<file path="src/rtl/hb_gate_seq.sv">
module hb_gate_seq #(
  parameter int TW = 8,
  parameter int IW = 4
) (
  input  logic          clk,
  input  logic          rst_n,
  input  logic          enable,
  input  logic          phase,
  input  logic          ocp,
  input  logic          fault_clr,
  input  logic [IW-1:0] cfg_igate,
  input  logic [TW-1:0] cfg_tcc,
  input  logic [TW-1:0] cfg_tboost,
  input  logic [TW-1:0] cfg_tdead,
  input  logic [TW-1:0] cfg_tblank,
  output logic          hs_en,
  output logic          hs_src,
  output logic [1:0]    hs_sel,
  output logic          hs_clamp,
  output logic          ls_en,
  output logic          ls_src,
  output logic [1:0]    ls_sel,
  output logic          ls_clamp,
  output logic          blank,
  output logic          fault,
  output logic [IW-1:0] gate_ilvl
);

  localparam logic [TW-1:0] ONE = TW'(1);
  localparam logic [1:0] SEL_PROG = 2'b00;
  localparam logic [1:0] SEL_MAX  = 2'b01;
  localparam logic [1:0] SEL_HOLD = 2'b10;

  typedef enum logic [2:0] {S_IDLE, S_TOFF, S_DEAD, S_TON, S_ON} st_t;

  st_t           st;
  logic          side, tgt;
  logic [TW-1:0] cnt, bcnt;
  logic [TW-1:0] sh_tcc, sh_tbo, sh_tdead, sh_tblank;
  logic [IW-1:0] sh_ig;

  logic [TW-1:0] tcc_in;
  logic          ocp_hit, start, act, src_act;
  logic [1:0]    sel_act;

  assign tcc_in  = (cfg_tcc == '0) ? ONE : cfg_tcc;
  assign ocp_hit = (st == S_ON) && (bcnt == '0) && ocp;
  assign start   = enable && !fault &&
                   ((st == S_IDLE) || ((st == S_ON) && !ocp_hit && (phase != side)));

  always_ff @(posedge clk or negedge rst_n) begin
    if (!rst_n) begin
      sh_tcc    <= ONE;
      sh_tbo    <= '0;
      sh_tdead  <= ONE;
      sh_tblank <= '0;
      sh_ig     <= '0;
    end else if (start) begin
      sh_tcc    <= tcc_in;
      sh_tbo    <= (cfg_tboost > tcc_in) ? tcc_in : cfg_tboost;
      sh_tdead  <= (cfg_tdead == '0) ? ONE : cfg_tdead;
      sh_tblank <= cfg_tblank;
      sh_ig     <= cfg_igate;
    end
  end

  always_ff @(posedge clk or negedge rst_n) begin
    if (!rst_n) begin
      st    <= S_IDLE;
      side  <= 1'b0;
      tgt   <= 1'b0;
      cnt   <= '0;
      bcnt  <= '0;
      fault <= 1'b0;
    end else begin
      case (st)
        S_IDLE: begin
          if (fault) begin
            if (fault_clr) fault <= 1'b0;
          end else if (start) begin
            tgt <= phase;
            st  <= S_DEAD;
            cnt <= '0;
          end
        end
        S_ON: begin
          if (bcnt != '0) bcnt <= bcnt - ONE;
          if (ocp_hit) begin
            fault <= 1'b1;
            st    <= S_TOFF;
            cnt   <= '0;
          end else if (start) begin
            tgt <= phase;
            st  <= S_TOFF;
            cnt <= '0;
          end
        end
        S_TOFF: begin
          if (cnt == sh_tcc - ONE) begin
            cnt <= '0;
            st  <= fault ? S_IDLE : S_DEAD;
          end else cnt <= cnt + ONE;
        end
        S_DEAD: begin
          if (cnt == sh_tdead - ONE) begin
            cnt  <= '0;
            st   <= S_TON;
            side <= tgt;
          end else cnt <= cnt + ONE;
        end
        S_TON: begin
          if (cnt == sh_tcc - ONE) begin
            cnt  <= '0;
            st   <= S_ON;
            bcnt <= sh_tblank;
          end else cnt <= cnt + ONE;
        end
        default: st <= S_IDLE;
      endcase
    end
  end

  assign act     = (st == S_TOFF) || (st == S_TON) || (st == S_ON);
  assign src_act = (st != S_TOFF);

  always_comb begin
    case (st)
      S_TOFF:  sel_act = (cnt < sh_tbo) ? SEL_MAX : SEL_PROG;
      S_TON:   sel_act = SEL_PROG;
      default: sel_act = side ? SEL_HOLD : SEL_MAX;
    endcase
  end

  assign hs_en     = act && side;
  assign hs_src    = hs_en && src_act;
  assign hs_sel    = hs_en ? sel_act : SEL_PROG;
  assign hs_clamp  = !hs_en;
  assign ls_en     = act && !side;
  assign ls_src    = ls_en && src_act;
  assign ls_sel    = ls_en ? sel_act : SEL_PROG;
  assign ls_clamp  = !ls_en;
  assign blank     = (st == S_ON) && (bcnt != '0);
  assign gate_ilvl = sh_ig;

endmodule

</file>
<file path="config.mk">
export PLATFORM = sky130hd
export DESIGN_NAME = hb_gate_seq
export DESIGN_NICKNAME = d
export VERILOG_FILES = /design/src/rtl/hb_gate_seq.sv
export SDC_FILE = /design/constraint.sdc
export NUM_CORES = 1
export LEC_CHECK = 0
export BUFFER_PORTS_ARGS = -buffer_cell sky130_fd_sc_hd__clkbuf_2
export CAP_MARGIN = 0
export CELL_PAD_IN_SITES_DETAIL_PLACEMENT = 1
export CELL_PAD_IN_SITES_GLOBAL_PLACEMENT = 2
export CORE_ASPECT_RATIO = 1.2
export CORE_MARGIN = 1
export CORE_UTILIZATION = 39
export CTS_CLUSTER_SIZE = 24
export DETAILED_ROUTE_END_ITERATION = 8
export PLACE_DENSITY = 0.93
export SLEW_MARGIN = 20
export SYNTH_ARGS = -nofsm -noshare
export SYNTH_HDL_FRONTEND = slang
export SYNTH_SLANG_ARGS = --single-unit
</file>
<file path="constraint.sdc">
create_clock -name clk -period 5.5 [get_ports clk]
set_clock_uncertainty 0.15 [all_clocks]
set_input_delay 0.55 -clock clk [delete_from_list [all_inputs] [get_ports clk]]
set_output_delay 0.55 -clock clk [all_outputs]
set_load 0.005 [all_outputs]
</file>
# Yosys cells after proc, flatten, opt, wreduce, memory -nomap -nowiden
# Index checks and enable logic that the tools add are counted.
# op_classes
addsub	4
multipliers	0
n_div	0
order_cmp	2
n_eq_ne	17
n_shift	0
n_mux	34
n_bitwise	0
reduce_logical	34
# op_table
operator	count
$mux W8	10
$pmux W8 S4	1
$logic_not A8 Y1	3
$sub A8 B1 Y8 const B	3
$mux W3	7
$eq A8 B8 Y1	2
$pmux W8 S2	1
$pmux W3 S5	1
$ne A2 B2 Y1 const B	7
$logic_and A1 B1 Y1	11
$add A8 B1 Y8 const B	1
$gt A8 B8 Y1	1
$lt A8 B8 Y1	1
$mux W2	4
$reduce_bool A8 Y1	1
$mux W1	7
$eq A3 B2 Y1 const B	2
$reduce_and A2 Y1	3
$reduce_and A3 Y1	2
$reduce_and A6 Y1	1
$logic_not A1 Y1	5
$pmux W1 S2	2
$pmux W2 S2	1
$reduce_bool A2 Y1	2
10 further kinds	12
# totals
register_bits	58
latchBits	0
ram_bits	0
romBits	0
out_inout_bits	16
wordCells	102
n_memories	0

# Longest topological paths before layout
# Gate-level depths: netlist of the first run.
# logic_depth
depth_word	11
ltp_mapped	11

# Worst setup path after synthesis of the first run
# Ideal clock, no wire load.
# synth_path
kind	input to register
startpoint	in cfg_tcc[4]
endpoint	reg sh_tbo[1]
setup_ns	0.136
arrival_ns	2.204
required_ns	5.214
setup_slack_ns	3.010
cell_stages	11
cell_sequence	nor4_1 -> a41o_1 -> ha_1 -> nor2b_1 -> o21a_1 -> o21ai_0 -> a21oi_1 -> o22a_1 -> buf_1 -> mux2i_1 -> a21oi_1
# synth_via
elab_chain_cells	4
# synth_rtl
element	line	rtl
from (decl)	12	input logic [TW-1:0] cfg_tcc,
$logic_not A8 Y1	46	assign tcc_in = (cfg_tcc == '0) ? ONE : cfg_tcc;
$mux W8	46	
via tcc_in[0]	42	logic [TW-1:0] tcc_in;
$gt A8 B8 Y1	60	sh_tbo <= (cfg_tboost > tcc_in) ? tcc_in : cfg_tboost;
$mux W8	60	
to (signal assigned)	60	
to (decl)	39	logic [TW-1:0] sh_tcc, sh_tbo, sh_tdead, sh_tblank;
# The timed path passes the listed nets, and every way through them passes these cells.
# A chain may end at the register's enable or synchronous reset.

# Worst setup path in the final report of the first run
# layout_path
startpoint	reg st[0]
endpoint	out ls_sel[0]
# layout_via
elab_chain_cells	5
elab_cells_between_ends	8
# layout_rtl
element	line	rtl
from (decl)	36	st_t st;
from (signal assigned)	101	st <= fault ? S_IDLE : S_DEAD;
$eq A3 B1 Y1 / $eq A3 B2 Y1 (equally long branches)	123, 127	
$logic_or A1 B1 Y1 (2 in a row)	123	assign act = (st == S_TOFF) || (st == S_TON) || (st == S_ON);
$logic_and A1 B1 Y1	138	assign ls_en = act && !side;
$mux W2 (*)	140	assign ls_sel = ls_en ? sel_act : SEL_PROG;
to (decl)	22	output logic [1:0] ls_sel,
# Mark *: on every way between the ends. The rest lies on a longest branch, timed or not.

==> metrics, run 1 <==
vias in the first global route 3243; first-pass GRT wire length 15770 um; Worst-Margin Slew 830.2 ps; Initial Utilization 0.4092; grt total ovfl 0; root buf cell clkbuf_8; period utilisation layout 0.5500; Core Area 9176 um^2; placement-stage cell area 4099 um^2; Clock transition at path regs 70 ps; post-CTS setup buffer count 0; Comb pwr share 0.415; sequential fraction of the synthesis area 0.3872; RR Endpoint sh_tdead[2]$_DFFE_PN0P_; largest net degree at the start of global routing 59; Sink Count 58; row count 38; Antenna Nets Post-Route 0; post-synthesis compound-gate area fraction 0.1436; count of different cell masters after synthesis 64; DRT Pass-1 Iters 4; CTS Hold Buffers Added 0; Final Hold Viols 0; Syn. warnings 0; setup TNS 0 ps; synth top area cells dfrtp_1 (37%), mux2_4 (9.2%), ha_1 (6.3%); family with the most delay on the worst path simple AND/OR/NAND/NOR gates; CTS tree yes; Max-cap violations 0; Clk network pwr share 0.199; worst skew pair latency 360 ps; Die Height 109.5 um; CP max stage cell dfrtp_1; slowest stage delay, CP 490 ps; share of cells above drive strength 1 0.2528; CP Max Fanout 8; die area 10030 um^2; Worst Path Required 4800 ps; top-count cell post-synth dfrtp_1; FF-to-FF Start bcnt[4]$_DFFE_PN0P_; Yosys top cell by area dfrtp_1; Lkg Pwr 2.043 nW; post-synthesis simple-gate area fraction 0.1726; largest family of logic cells by synthesized area simple AND/OR/NAND/NOR gates; flops & latches, synth 58; met1 Use GR 0.2320; routed wire length per instance 16.69 um; initial antenna violation count 0; Vias 2998; synth cell count leaders dfrtp_1 (56), nand2_1 (33), inv_1 (30); CP Capture Type output port; Synth-to-Final Area Change 14.86%; Pwr Total 2.156 mW; Adder-Cell Fraction of Synth Area 0.06331; switch share 0.3838; reg2reg setup slack 2790 ps; Die X 91.57 um; Hold Crit Class primary input to async pin; Max-slew headroom 0.4465; drt initial violations 65; gr busiest metal met2; maximum vdd drop 0.1616 mV; outcome complete, no violations; H-tree levels 3; synthesized instance count 382; clock buffer depth 2; post-CTS resize count 0; met3 Use GR 0.04219; RSZ-0062 raised after global routing false; io pins 58; gr usage total 0.2029; Switching Power 827.4 uW; Fmax 330.6 MHz; NumNets Final 495; post-synth top area share 0.3732; endpoints failing setup 0; PwrDens 499.8 nW/um^2; mux cell area share after synthesis 0.1220; crit path cell chain inv_1, nor2_1, a21oi_1, or2_2, or3_1, o22ai_1, clkbuf_2; Post-synth EDFFs 0; Design Area, Final 4313 um^2; kind of critical path flop to output port; WP data arrival 2320 ps; Synth async-reset ratio 1.000; port bufs 56; syn_area_per_cell 9.829 um^2; Sequential Power Share 0.386; fin crit period 3025 ps; GR Layer Usage met2 0.3657; Slew Viols, Final 0; Routed WL 9329 um; post-DR vias/cell 5.363; Synth Area in XOR/XNOR 0.05132; Diodes inserted 0; GPL Wtd Cong 0.8477; DRC 0; R2R cell count 7; Setup crit start kind flop; cts bufs inserted 9; Syn Nets 443; dpl hpwl 6969 um; Synth Flop Type dfrtp_1; Worst Path Buf+Inv 2; Power Internal 1.328 mW; mapped cell area 3755 um^2
-- registers in the layout, summed over array words and instances (netlist names) --
| register | flops |
|---|---|
| tgt | 1 |
| side | 1 |
| sh_tdead | 8 |
| sh_tbo | 8 |
| cnt | 8 |
| st | 3 |
| fault | 1 |
| gate_ilvl | 4 |
| sh_tblank | 8 |
| sh_tcc | 8 |
| bcnt | 8 |
-- cells by family (layout without fill, tap and decap cells) --
family                     after synthesis  count (layout)
muxes                                   34              34
DFF                                     58              58
other                                    1               1
adders and majority gates               19              19
buffers and inverters                   47             104
and+or+nand+nor                        123             123
AOI/OAI and AO/OA                       78              78
xor gates and xnor gates                22              22
-- how the worst max path moves through the flow --
stage                      start                    end  slack (ps)  cells past startpoint
2_1_floorplan         cfg_tcc[4]  sh_tbo[1]$_DFFE_PN0P_        3010                     11
3_3_place_gp          cfg_tcc[4]  sh_tbo[5]$_DFFE_PN0P_        2720                     11
3_5_place_dp          cfg_tcc[4]  sh_tbo[7]$_DFFE_PN0P_        2480                     11
4_1_cts        st[0]$_DFFE_PN0P_              ls_sel[0]        2430                      7
5_1_grt        st[0]$_DFFE_PN0P_              ls_sel[0]        2220                      7
6_report       st[0]$_DFFE_PN0P_              ls_sel[0]        2480                      7
-- power by group through the flow --
stage / combinational, mW / sequential [mW] / clock [mW]
2_1_floorplan: 0.749 / 0.740 / 0
3_3_place_gp: 0.853 / 0.827 / 0
3_5_place_dp: 0.899 / 0.838 / 0
4_1_cts: 0.908 / 0.833 / 0.440
5_1_grt: 1.01 / 0.864 / 0.456
6_report: 0.895 / 0.832 / 0.430
-- stage by stage --
stage          worst slack, ps  hold WS (ps)  utilization  cells
2_1_floorplan             3010         104.4            -    382
3_3_place_gp              2722         343.3       0.4467    543
3_5_place_dp              2481         343.8       0.4467    543
4_1_cts                   2432         225.4       0.4700    559
5_1_grt                   2219         270.3       0.4700    559
6_report                  2475         197.4       0.4700    559
-- layout make-up --
type | count | area [um^2]
repair buffers | 58 | 295.3
multi-input cells | 277 | 2087
clock buffers | 12 | 165.2
inverters | 30 | 112.6
clock inverters | 4 | 48.80
flip-flops and latches | 58 | 1454
well taps | 120 | 150.1
fillers | 1087 | 4863
-- layout by cell type, fill, tap and decap left out, types with 6 or more instances in the layout --
cell type   n
nor2_1     24
clkbuf_8   12
a21oi_1    23
inv_1      30
o21ai_0    17
nand3_1    10
dfrtp_1    56
clkbuf_2   56
xor2_1      8
nor3_1     10
mux2_4     23
o211ai_1    6
nand2_1    33
xnor2_1    14
nand2b_1    9
ha_1       19
mux2i_1     9
-- worst reg2reg max path, delay by kind of cell, from the launching register on --
family | cells | cell delay, ps
flops | 1 | 420
compound gates | 1 | 110
buf+inv | 1 | 360
mux | 1 | 390
simple gates | 4 | 1170
-- metal layers --
layer | up-vias | wire, um | part of all wire
li1 | 1444 | - | -
met4 | 0 | 220 | 0.024
met2 | 37 | 4908 | 0.53
met5 | - | 0 | 0
met3 | 17 | 232 | 0.025
met1 | 1500 | 3968 | 0.43
Power figures use the tool's default switching activity.
==> run 2, diff against run 1 <==
--- a/config.mk
+++ b/config.mk
@@ -11,10 +11,10 @@
 export CELL_PAD_IN_SITES_GLOBAL_PLACEMENT = 2
 export CORE_ASPECT_RATIO = 1.2
 export CORE_MARGIN = 1
-export CORE_UTILIZATION = 39
+export CORE_UTILIZATION = 32
 export CTS_CLUSTER_SIZE = 24
 export DETAILED_ROUTE_END_ITERATION = 8
-export PLACE_DENSITY = 0.93
+export PLACE_DENSITY = 0.82
 export SLEW_MARGIN = 20
 export SYNTH_ARGS = -nofsm -noshare
 export SYNTH_HDL_FRONTEND = slang
==> constraint.sdc (replaced) <==
create_clock -name clk -period 2.6 [get_ports clk]
set_clock_uncertainty 0.15 [all_clocks]
set_input_delay 0.26 -clock clk [delete_from_list [all_inputs] [get_ports clk]]
set_output_delay 0.26 -clock clk [all_outputs]
set_load 0.005 [all_outputs]
==> metrics, run 2 (synthesis results as in run 1) <==
outcome complete, no violations (unchanged); first-pass GRT wire length 16070 um (was 15770 um); CP Max Fanout 39 (was 8); most common cell after layout, fill and taps aside clkbuf_2; WP data arrival 2550 ps (was 2320 ps); fin util 0.4098 (was 0.4700); cell total after placement 592 (was 543); H-tree levels 3 (unchanged); RSZ-0062 raised after global routing false (unchanged); initial antenna violation count 0 (unchanged); dpl hpwl 7328 um (was 6969 um); clock buffer depth 2 (unchanged); grt total ovfl 0 (unchanged); DRT Pass-1 Iters 4 (unchanged); Max-slew headroom 0.5269 (was 0.4465); Fmax 400.9 MHz; family with the most delay on the worst path simple AND/OR/NAND/NOR gates (unchanged); vias in the first global route 3259 (was 3243); period utilisation layout 0.9595; Worst-Margin Slew 709.6 ps (was 830.2 ps); FF-to-FF Start bcnt[4]$_DFFE_PN0P_ (unchanged); Diodes inserted 0 (unchanged); gr usage total 0.1709 (was 0.2029); Die X 100.9 um (was 91.57 um); CP dominant cell by count nand2_1; kind of critical path flop to flop (was flop to output port); Final Hold Viols 0 (unchanged); Max-cap violations 0 (unchanged); Clock transition at path regs 50 ps (was 70 ps); CTS tree yes (unchanged); port bufs 56 (unchanged); Die Height 120.7 um (was 109.5 um); RR Endpoint sh_tcc[4]$_DFFE_PN0P_ (was sh_tdead[2]$_DFFE_PN0P_); post-route insts no fill 609 (was 559); post-DR vias/cell 5.026 (was 5.363); Sink Count 58 (unchanged); CP max stage cell or4_4 (was dfrtp_1); Worst Path Buf+Inv 1 (was 2); Slew Viols, Final 0 (unchanged); Core Area 11250 um^2 (was 9176 um^2); routed wire length per instance 15.64 um (was 16.69 um); Hold Path Stages 3; PwrDens 1075 nW/um^2 (was 499.8 nW/um^2); endpoints failing setup 0 (unchanged); Vias 3061 (was 2998); NumNets Final 511 (was 495); root buf cell clkbuf_16 (was clkbuf_8); Lkg Pwr 2.168 nW (was 2.043 nW); Hold EP sh_tdead[1]$_DFFE_PN0P_; Setup crit start kind flop (unchanged); Initial Utilization 0.3339 (was 0.4092); row count 42 (was 38); CP Capture Type flop (was output port); GPL Wtd Cong 0.7781 (was 0.8477); Hold Crit Start cfg_tdead[1]; share of cells above drive strength 1 0.2923 (was 0.2528); drt initial violations 77 (was 65); slowest stage delay, CP 590 ps (was 490 ps); fin crit period 2495 ps; reg2reg setup slack 110 ps (was 2790 ps); die area 12170 um^2 (was 10030 um^2); Pwr Total 4.955 mW (was 2.156 mW); io pins 58 (unchanged); maximum vdd drop 0.3181 mV (was 0.1616 mV); R2R cell count 7 (unchanged); worst skew pair latency 330 ps (was 360 ps); setup TNS 0 ps (unchanged); Antenna Nets Post-Route 0 (unchanged); largest net degree at the start of global routing 40 (was 59); Hold Crit Class primary input to flop (was primary input to async pin); Worst Path Required 2660 ps (was 4800 ps); DRC 0 (unchanged); Routed WL 9527 um (was 9329 um); crit path cell chain or4_4, nor4b_4, nand2_1, nand2_1, a21boi_4, buf_12, mux2_4 (was inv_1, nor2_1, a21oi_1, or2_2, or3_1, o22ai_1, clkbuf_2); Synth-to-Final Area Change 22.73% (was 14.86%); cts bufs inserted 9 (unchanged); most frequent cells in the layout clkbuf_2 (56), dfrtp_1 (53), nand2_1 (33), inv_1 (30) (was dfrtp_1 (56), clkbuf_2 (56), nand2_1 (33), inv_1 (30), nor2_1 (24))
==> run 2: worst max path at each step <==
stage	start	endpoint	slack (ps)	cells past startpoint
floorplan	sh_tcc[0]$_DFFE_PN1P_	bcnt[3]$_DFFE_PN0P_	320	8
global placement	cfg_tcc[4]	sh_tbo[1]$_DFFE_PN0P_	-100	11
detailed placement	cfg_tcc[4]	sh_tbo[1]$_DFFE_PN0P_	-140	11
CTS	sh_tcc[0]$_DFFE_PN1P_	bcnt[3]$_DFFE_PN0P_	10	7
global route	bcnt[4]$_DFFE_PN0P_	cnt[4]$_DFFE_PN0P_	4	7
finish	bcnt[4]$_DFFE_PN0P_	sh_tcc[4]$_DFFE_PN0P_	110	7
==> run 2: metal layers <==
layer | part of all wire | vias to the layer above | GRT usage | wire (um)
li1 | - | 1484 | - | -
met1 | 0.44 | 1499 | 0.1998 | 4173
met2 | 0.51 | 59 | 0.3018 | 4821
met3 | 0.038 | 19 | 0.03931 | 358
met4 | 0.018 | 0 | 0.06250 | 173
met5 | 0 | - | 0 | 0
==> run 2: worst min-delay path: cells and delay by family <==
family / cells / cell delay, ps
AND/OR/NAND/NOR: 1 / 40
AO/OA/AOI/OAI: 1 / 60
buffers and inverters: 1 / 90
==> run 2: layout make-up <==
| class | instances | area (um^2) |
|---|---|---|
| Timing Repair Buffer | 74 | 442.9 |
| Clock inverter | 2 | 10.01 |
| Tap cell | 154 | 192.7 |
| Inverter | 30 | 112.6 |
| Sequential cell | 58 | 1458 |
| Fill cell | 1340 | 6638 |
| Multi-Input combinational cell | 277 | 2118 |
| Clock buffer | 14 | 274.0 |
==> run 2: what timing repair did <==
item                                    4_1_cts  5_1_grt
pin swaps                                     0        1
endpoints found under the hold margin        22        0
gates resized for setup                       2       10
endpoints found under the setup margin        1       21
hold buffers                                  1        0
setup buffers                                 0        0
==> run 2: power by group <==
| part | internal [mW] | leakage [nW] | switching (mW) | total, mW |
|---|---|---|---|---|
| Clock | 0.720 | 0.143 | 0.406 | 1.13 |
| Combinational | 1.10 | 1.33 | 0.993 | 2.10 |
| Sequential | 1.31 | 0.693 | 0.428 | 1.73 |
| Total | 3.13 | 2.17 | 1.83 | 4.95 |
==> run 2: through the flow <==
stage	hold slack, ps	cell area [um^2]	setup slack [ps]
2_1_floorplan	-185.6	3755	324.2
3_3_place_gp	168.0	4279	-97.77
3_5_place_dp	166.7	4279	-137.8
4_1_cts	6.795	4579	13.91
5_1_grt	10.58	4608	4.005
6_report	14.48	4608	105.4
